### config.mk
export PLATFORM = sky130hd
export DESIGN_NAME = rtc_alarm_matcher
export DESIGN_NICKNAME = d
export VERILOG_FILES = /design/src/rtl/rtc_alarm_pkg.sv /design/src/rtl/rtc_alarm_words.sv /design/src/rtl/rtc_alarm_check.sv /design/src/rtl/rtc_alarm_compare.sv /design/src/rtl/rtc_alarm_flag.sv /design/src/rtl/rtc_alarm_matcher.sv
export SDC_FILE = /design/constraint.sdc
export NUM_CORES = 1
export LEC_CHECK = 0
export BUFFER_PORTS_ARGS = -buffer_cell sky130_fd_sc_hd__clkbuf_2
export CORE_MARGIN = 10
export CORE_UTILIZATION = 25
export DETAILED_ROUTE_END_ITERATION = 7
export PLACE_DENSITY = 0.55
export SLEW_MARGIN = 10
export SYNTH_ARGS = -nofsm -noshare
export SYNTH_HDL_FRONTEND = slang
export SYNTH_HIERARCHICAL = 1
export SYNTH_SLANG_ARGS = --single-unit
### constraint.sdc
create_clock -name clk -period 5.96 [get_ports clk]
set_input_delay 0.298 -clock clk [delete_from_list [all_inputs] [get_ports clk]]
set_output_delay 0.298 -clock clk [all_outputs]
set_load 0.005 [all_outputs]
### src/rtl/rtc_alarm_pkg.sv
// Shared field layout and BCD range helper for the masked alarm.
// Assumes all calendar and time values are packed BCD.
package rtc_alarm_pkg;

    localparam int WORD_W     = 32;
    localparam int SEC_W      = 7;
    localparam int MIN_W      = 7;
    localparam int HOUR_W     = 6;
    localparam int DAY_W      = 6;
    localparam int MON_W      = 5;
    localparam int NUM_FIELDS = 5;
    localparam int CMP_W      = 8;
    localparam int NUM_WORDS  = 2;

    localparam logic [WORD_W-1:0] TIME_KEEP = 32'h00FF_FFFF;
    localparam logic [WORD_W-1:0] DATE_KEEP = 32'hBF9F_0000;

    // time alarm word, bits 23:0
    typedef struct packed {
        logic              hour_en;
        logic              pm;
        logic [HOUR_W-1:0] hour;
        logic              min_en;
        logic [MIN_W-1:0]  min;
        logic              sec_en;
        logic [SEC_W-1:0]  sec;
    } time_alarm_t;

    // date alarm word, only the decoded fields
    typedef struct packed {
        logic             day_en;
        logic [DAY_W-1:0] day;
        logic             mon_en;
        logic [MON_W-1:0] mon;
    } date_alarm_t;

    // true when the BCD value v lies in lo..hi and its low digit is legal
    function automatic logic bcd_in_range(input logic [CMP_W-1:0] v,
                                          input int lo, input int hi);
        int val;
        if (v[3:0] > 4'd9) return 1'b0;
        val = int'(v[7:4]) * 10 + int'(v[3:0]);
        return (val >= lo) && (val <= hi);
    endfunction

endpackage

### src/rtl/rtc_alarm_words.sv
// Storage for the two alarm words.
// Each word keeps only its defined bits; the rest always read 0.
// Assumes a write lasts one cycle and reg_sel is valid with it.
module rtc_alarm_words
    import rtc_alarm_pkg::*;
(
    input  logic              clk,
    input  logic              rst_n,
    input  logic              wr_i,
    input  logic              sel_i,
    input  logic [WORD_W-1:0] wdata_i,
    output logic [WORD_W-1:0] time_q_o,
    output logic [WORD_W-1:0] date_q_o
);

    localparam logic [NUM_WORDS-1:0][WORD_W-1:0] KEEP = {DATE_KEEP, TIME_KEEP};

    logic [NUM_WORDS-1:0][WORD_W-1:0] word_q;

    for (genvar w = 0; w < NUM_WORDS; w++) begin : g_word
        // load the selected word with its undefined bits forced to 0
        always_ff @(posedge clk) begin
            if (!rst_n) begin
                word_q[w] <= '0;
            end else if (wr_i && (sel_i == 1'(w))) begin
                word_q[w] <= wdata_i & KEEP[w];
            end
        end

        // an unselected word keeps its value
        a_r1_word_hold: assert property (@(posedge clk) disable iff (!rst_n)
            !(wr_i && (sel_i == 1'(w))) |=> $stable(word_q[w]));
    end

    assign time_q_o = word_q[0];
    assign date_q_o = word_q[1];

endmodule

### src/rtl/rtc_alarm_check.sv
// Range decode of the enabled alarm fields.
// A disabled field is never reported. The hour range follows the clock mode.
module rtc_alarm_check
    import rtc_alarm_pkg::*;
(
    input  logic        clk,
    input  logic        rst_n,
    input  time_alarm_t tword_i,
    input  date_alarm_t dword_i,
    input  logic        mode_12h_i,
    output logic        time_bad_o,
    output logic        date_bad_o
);

    int hour_lo;
    int hour_hi;

    // pick the legal hour window for the current clock mode
    always_comb begin
        hour_lo = mode_12h_i ? 1 : 0;
        hour_hi = mode_12h_i ? 12 : 23;
    end

    // flag any enabled time field outside its BCD window
    always_comb begin
        time_bad_o = 1'b0;
        if (tword_i.sec_en && !bcd_in_range({1'b0, tword_i.sec}, 0, 59))
            time_bad_o = 1'b1;
        if (tword_i.min_en && !bcd_in_range({1'b0, tword_i.min}, 0, 59))
            time_bad_o = 1'b1;
        if (tword_i.hour_en && !bcd_in_range({2'b0, tword_i.hour}, hour_lo, hour_hi))
            time_bad_o = 1'b1;
    end

    // flag any enabled date field outside its BCD window
    always_comb begin
        date_bad_o = 1'b0;
        if (dword_i.day_en && !bcd_in_range({2'b0, dword_i.day}, 1, 31))
            date_bad_o = 1'b1;
        if (dword_i.mon_en && !bcd_in_range({3'b0, dword_i.mon}, 1, 12))
            date_bad_o = 1'b1;
    end

    // a word with every field disabled is never reported
    a_r9_time_idle_ok: assert property (@(posedge clk) disable iff (!rst_n)
        (!tword_i.sec_en && !tword_i.min_en && !tword_i.hour_en) |-> !time_bad_o);
    a_r9_date_idle_ok: assert property (@(posedge clk) disable iff (!rst_n)
        (!dword_i.day_en && !dword_i.mon_en) |-> !date_bad_o);

endmodule

### src/rtl/rtc_alarm_compare.sv
// Per-field masked comparison of the alarm against the current time.
// Produces a one-cycle fire pulse in tick cycles only.
// Assumes the current fields are stable in the tick cycle.
module rtc_alarm_compare
    import rtc_alarm_pkg::*;
(
    input  logic              clk,
    input  logic              rst_n,
    input  time_alarm_t       tword_i,
    input  date_alarm_t       dword_i,
    input  logic              mode_12h_i,
    input  logic              tick_i,
    input  logic [SEC_W-1:0]  sec_i,
    input  logic [MIN_W-1:0]  min_i,
    input  logic [HOUR_W-1:0] hour_i,
    input  logic              pm_i,
    input  logic [DAY_W-1:0]  day_i,
    input  logic [MON_W-1:0]  mon_i,
    input  logic              time_bad_i,
    input  logic              date_bad_i,
    output logic              fire_o
);

    logic [NUM_FIELDS-1:0] en;
    logic [CMP_W-1:0]      alm_v [NUM_FIELDS];
    logic [CMP_W-1:0]      cur_v [NUM_FIELDS];
    logic [NUM_FIELDS-1:0] hit;
    logic                  pm_used;

    // the AM/PM bit joins the hour only in 12-hour mode
    assign pm_used = mode_12h_i;

    // gather enables and operands, one slot per field
    always_comb begin
        en = {dword_i.mon_en, dword_i.day_en, tword_i.hour_en,
              tword_i.min_en, tword_i.sec_en};
        alm_v[0] = {1'b0, tword_i.sec};
        cur_v[0] = {1'b0, sec_i};
        alm_v[1] = {1'b0, tword_i.min};
        cur_v[1] = {1'b0, min_i};
        alm_v[2] = {1'b0, pm_used & tword_i.pm, tword_i.hour};
        cur_v[2] = {1'b0, pm_used & pm_i, hour_i};
        alm_v[3] = {2'b0, dword_i.day};
        cur_v[3] = {2'b0, day_i};
        alm_v[4] = {3'b0, dword_i.mon};
        cur_v[4] = {3'b0, mon_i};
    end

    for (genvar f = 0; f < NUM_FIELDS; f++) begin : g_field
        // a disabled field always agrees
        assign hit[f] = !en[f] || (alm_v[f] == cur_v[f]);
    end

    // full match: tick, at least one field armed, all agree, both words legal
    assign fire_o = tick_i && (|en) && (&hit) && !time_bad_i && !date_bad_i;

    // nothing armed means nothing fires
    a_r6_none_armed: assert property (@(posedge clk) disable iff (!rst_n)
        (!tword_i.sec_en && !tword_i.min_en && !tword_i.hour_en &&
         !dword_i.day_en && !dword_i.mon_en) |-> !fire_o);
    // fire only in tick cycles
    a_r7_tick_only: assert property (@(posedge clk) disable iff (!rst_n)
        !tick_i |-> !fire_o);
    // an illegal word blocks firing
    a_r10_bad_blocks: assert property (@(posedge clk) disable iff (!rst_n)
        (time_bad_i || date_bad_i) |-> !fire_o);

endmodule

### src/rtl/rtc_alarm_flag.sv
// Sticky alarm flag with write-one clear.
// SET_WINS selects which of set and clear prevails when both arrive together.
module rtc_alarm_flag #(
    parameter bit SET_WINS = 1'b1
) (
    input  logic clk,
    input  logic rst_n,
    input  logic set_i,
    input  logic clr_i,
    output logic flag_o
);

    logic flag_d;

    if (SET_WINS) begin : g_set_first
        // a new event beats a simultaneous clear
        assign flag_d = set_i ? 1'b1 : (clr_i ? 1'b0 : flag_o);
    end else begin : g_clr_first
        // a clear beats a simultaneous event
        assign flag_d = clr_i ? 1'b0 : (set_i ? 1'b1 : flag_o);
    end

    // hold the flag state
    always_ff @(posedge clk) begin
        if (!rst_n) flag_o <= 1'b0;
        else        flag_o <= flag_d;
    end

    // a lone event sets the flag
    a_r3_event_sets: assert property (@(posedge clk) disable iff (!rst_n)
        (set_i && !clr_i) |=> flag_o);
    // the flag holds without a clear
    a_r4_sticky: assert property (@(posedge clk) disable iff (!rst_n)
        (flag_o && !clr_i) |=> flag_o);
    // a lone clear drops the flag
    a_r5_clear_drops: assert property (@(posedge clk) disable iff (!rst_n)
        (clr_i && !set_i) |=> !flag_o);

endmodule

### src/rtl/rtc_alarm_matcher.sv
// Top of the masked time and date alarm.
// Holds the alarm words, decodes their legality, compares them with the
// current clock fields on each second tick and keeps a sticky alarm flag.
// Assumes the clock counter supplies BCD fields and a one-cycle tick.
module rtc_alarm_matcher
    import rtc_alarm_pkg::*;
#(
    parameter bit SET_WINS = 1'b1
) (
    input  logic              clk,
    input  logic              rst_n,
    input  logic              sec_tick,
    input  logic [SEC_W-1:0]  cur_sec,
    input  logic [MIN_W-1:0]  cur_min,
    input  logic [HOUR_W-1:0] cur_hour,
    input  logic              cur_pm,
    input  logic [DAY_W-1:0]  cur_date,
    input  logic [MON_W-1:0]  cur_month,
    input  logic              mode_12h,
    input  logic              reg_wr,
    input  logic              reg_sel,
    input  logic [WORD_W-1:0] reg_wdata,
    input  logic              alarm_clr,
    output logic [WORD_W-1:0] time_alarm_rd,
    output logic [WORD_W-1:0] date_alarm_rd,
    output logic              alarm_flag,
    output logic              time_alarm_bad,
    output logic              date_alarm_bad
);

    time_alarm_t tword;
    date_alarm_t dword;
    logic        fire;

    rtc_alarm_words i_words (
        .clk      (clk),
        .rst_n    (rst_n),
        .wr_i     (reg_wr),
        .sel_i    (reg_sel),
        .wdata_i  (reg_wdata),
        .time_q_o (time_alarm_rd),
        .date_q_o (date_alarm_rd)
    );

    // unpack the stored words into their fields
    always_comb begin
        tword = time_alarm_t'(time_alarm_rd[23:0]);
        dword = '{day_en: date_alarm_rd[31], day: date_alarm_rd[29:24],
                  mon_en: date_alarm_rd[23], mon: date_alarm_rd[20:16]};
    end

    rtc_alarm_check i_check (
        .clk        (clk),
        .rst_n      (rst_n),
        .tword_i    (tword),
        .dword_i    (dword),
        .mode_12h_i (mode_12h),
        .time_bad_o (time_alarm_bad),
        .date_bad_o (date_alarm_bad)
    );

    rtc_alarm_compare i_compare (
        .clk        (clk),
        .rst_n      (rst_n),
        .tword_i    (tword),
        .dword_i    (dword),
        .mode_12h_i (mode_12h),
        .tick_i     (sec_tick),
        .sec_i      (cur_sec),
        .min_i      (cur_min),
        .hour_i     (cur_hour),
        .pm_i       (cur_pm),
        .day_i      (cur_date),
        .mon_i      (cur_month),
        .time_bad_i (time_alarm_bad),
        .date_bad_i (date_alarm_bad),
        .fire_o     (fire)
    );

    rtc_alarm_flag #(.SET_WINS(SET_WINS)) i_flag (
        .clk    (clk),
        .rst_n  (rst_n),
        .set_i  (fire),
        .clr_i  (alarm_clr),
        .flag_o (alarm_flag)
    );

    // reset leaves the flag low
    a_r2_reset_flag: assert property (@(posedge clk)
        !rst_n |=> !alarm_flag);

endmodule

==> flow_summary.ini <==
[status]
outcome = finished, final reports clean

[placed_design]
place.gp.congestion = 0.749
hpwlAfterDp_um = 7330
placed_cells = 576
portBuffers = 109

[synthesis]
syn_area_um2 = 2940
synth_cells = 339
synth_ff_type = dfxtp_1
synthMuxAreaShare_pct = 10.2
synth_edf_count = 0
yosys_warnings = 6
synth_fa_ha_area_share_pct = 13.8
synth_async_sr_flop_share_pct = 0
ys_seq_area_share_pct = 25.9
synth-simple-area-share_pct = 16.1
postSynthAreaPerCell_um2 = 8.67
synth_compound_area_share_pct = 10.8
ys_ff_latch = 38
synthXorXnorAreaFrac_pct = 11.0
synthDistinctLibCells = 42
synth_top_family_by_area = simple AND/OR/NAND/NOR gates

[pwr]
ir_drop_v = 0.000199
seqPwrFrac_pct = 36.8
swShare_pct = 26.5
p_leak_nw = 1.80
power.share.clock_pct = 45.0
p_sw_mw = 0.208
p_int_mw = 0.577
powerDensity_nw_per_um2 = 216
pwr-share-comb_pct = 18.2

[sta]
fin_crit_ps = 3100
fin_crit_sh_pct = 52.0
final_hold_viol_count = 0
maxSlewHeadroom_pct = 32.5
tns_ps = 0
fin_skew_ps = 5.58
slew_viol_final = 0
hold_ws_ps = 236
worst_pin_slew_ps = 1010
rsz0062_at_grt = no
setup_viol = 0
fmax_mhz = 322

[die]
ios = 138
die_h_um = 128
die_w_um = 128
start_util_pct = 25.6
coreArea_um2 = 11500
fp.dieArea_um2 = 16500
rows = 39

[grt]
antenna_found_initial = 0
grt_max_degree = 70
grt_first_pass_wirelength_um = 14100
grt_pass1_vias = 2738
grt-ovfl-total = 0
gr-usage-all-layers_pct = 10.4

[worst_setup_path]
arrival_ps = 2800
worst_setup_path_end_kind = output port
cp_max_fo = 7
crit_type = reg2out
startpoint = i_words/time_q_o[21]
cp-start-kind = flop
worstRegToRegCells = 14
reg2reg_slack_ps = 2990
r2r-end = i_flag/flag_o
worstPathRequired_ps = 5660
r2r-start = i_words/time_q_o[21]

[clocking]
clk_latency_ps = 290
clk_pin_slew_worst_paths_ps = 60
post_cts_buffers = 0
clk_path_buf_depth = 2
cts.sinks = 38
cts_htree_levels = 2
cts_tree = done
cts_hold_buf = 0
cts_resized = 0
clockRootBuffer = clkbuf_16
cts_buffers = 5

[layout]
drive_gt1_share_pct = 28.3
n_antenna_cell = 0
utilization_pct = 31.8
stdcell_count = 584
area_growth_pct = 24.0
nets = 541

[hold_path]
worst_hold_path.num_cells = 3
hold_path.class = in2reg
worstHoldStart = reg_wdata[0]
min_to = i_words/time_q_o[0]

[routing]
wl_per_cell_um = 15.1
via_per_inst = 4.46
drt_first_iter_violations = 95
drt-total-wl_um = 8850
ant_nets = 0
drt_first_pass_iters = 4
vias = 2605
drc = 0

[run]
maxCapViolCount = 0
==> logic make-up (layout without fill, tap and decap cells) <==
family	after synthesis	count (layout)
AND/OR/NAND/NOR	102	102
buffers and inverters	51	127
AO/OA/AOI/OAI	50	50
flip-flops	38	38
XOR/XNOR	37	37
adder cells (fa/ha/maj)	30	30
multiplexers	30	30
other	1	27
==> worst max-delay path: stages (launching register included) <==
cell and delay [ps]:
dfxtp_1 490, ha_1 300, a21o_1 170, a21oi_1 170, xnor2_1 180, ha_1 290, nand3_1 100, o21bai_1 110
a21oi_1 80, a211oi_1 300, o211ai_1 170, clkbuf_2 150
==> worst max path at each step <==
stage / depth (start not counted) / endpoint / slack, ps
finish: 11 / time_alarm_bad / 2860
detailed placement: 14 / i_flag/flag_o / 2930
floorplan: 14 / i_flag/flag_o / 3380
global placement: 14 / i_flag/flag_o / 2990
CTS: 11 / time_alarm_bad / 2780
global route: 11 / time_alarm_bad / 2600
==> layer usage <==
layer | vias up | GRT usage (%) | routed length [µm]
li1 | 1319 | - | -
met1 | 1202 | 11.9 | 3580
met2 | 75 | 18.1 | 4410
met3 | 9 | 4.02 | 780
met4 | 0 | 2.25 | 78
met5 | - | 0 | 0
==> power groups by stage <==
stage	sequential (mW)	clock, mW	combinational (mW)
global placement	0.295	0	0.140
CTS	0.290	0.367	0.145
finish	0.289	0.353	0.143
detailed placement	0.296	0	0.144
global route	0.293	0.375	0.163
floorplan	0.291	0	0.103
==> final cells by class <==
| type | instances | area, µm² |
|---|---|---|
| inverter | 9 | 33.8 |
| clock buffer | 5 | 125 |
| sequential | 38 | 761 |
| tap | 143 | 179 |
| clock inverter | 3 | 68.8 |
| multi-input combinational | 276 | 1920 |
| fill | 1223 | 7830 |
| timing repair buffer | 110 | 553 |
==> cell usage in the layout, fill, tap and decap left out, types with 5 or more instances in the layout <==
cell type / instances
ha_1: 26
a21oi_1: 10
clkbuf_2: 109
clkbuf_16: 5
nand2_1: 67
dfxtp_1: 38
o21ai_0: 9
xor2_1: 20
conb_1: 27
mux2i_1: 30
inv_1: 9
a31oi_1: 5
nand3_1: 5
o21ai_1: 9
nor2_1: 6
xnor2_1: 17
nand4_1: 10
==> cell usage after synthesis, types with 9 or more instances <==
library cell	n	share of area, %
a21oi_1	10	1.7
buf_4	28	7.2
dfxtp_1	38	26
ha_1	26	11
inv_1	9	1.1
mux2i_1	30	10
nand2_1	67	8.6
nand4_1	10	2.1
o21ai_0	9	1.5
o21ai_1	9	1.5
xnor2_1	17	5.1
xor2_1	20	6.0
==> sequential cells by signal, summed over array words and instances (netlist names) <==
| register | flops |
|---|---|
| i_flag/flag_o | 1 |
| i_words/time_q_o | 24 |
| i_words/date_q_o | 13 |
==> per-stage QoR <==
step           area [µm²]  worst slack (ps)  total power [mW]
2_1_floorplan        3040              3380             0.393
3_3_place_gp         3450              2990             0.435
3_5_place_dp         3450              2930             0.440
4_1_cts              3640              2780             0.802
5_1_grt              3640              2600             0.830
6_report             3640              2860             0.785
No activity file was read; power rests on OpenSTA's default activity.
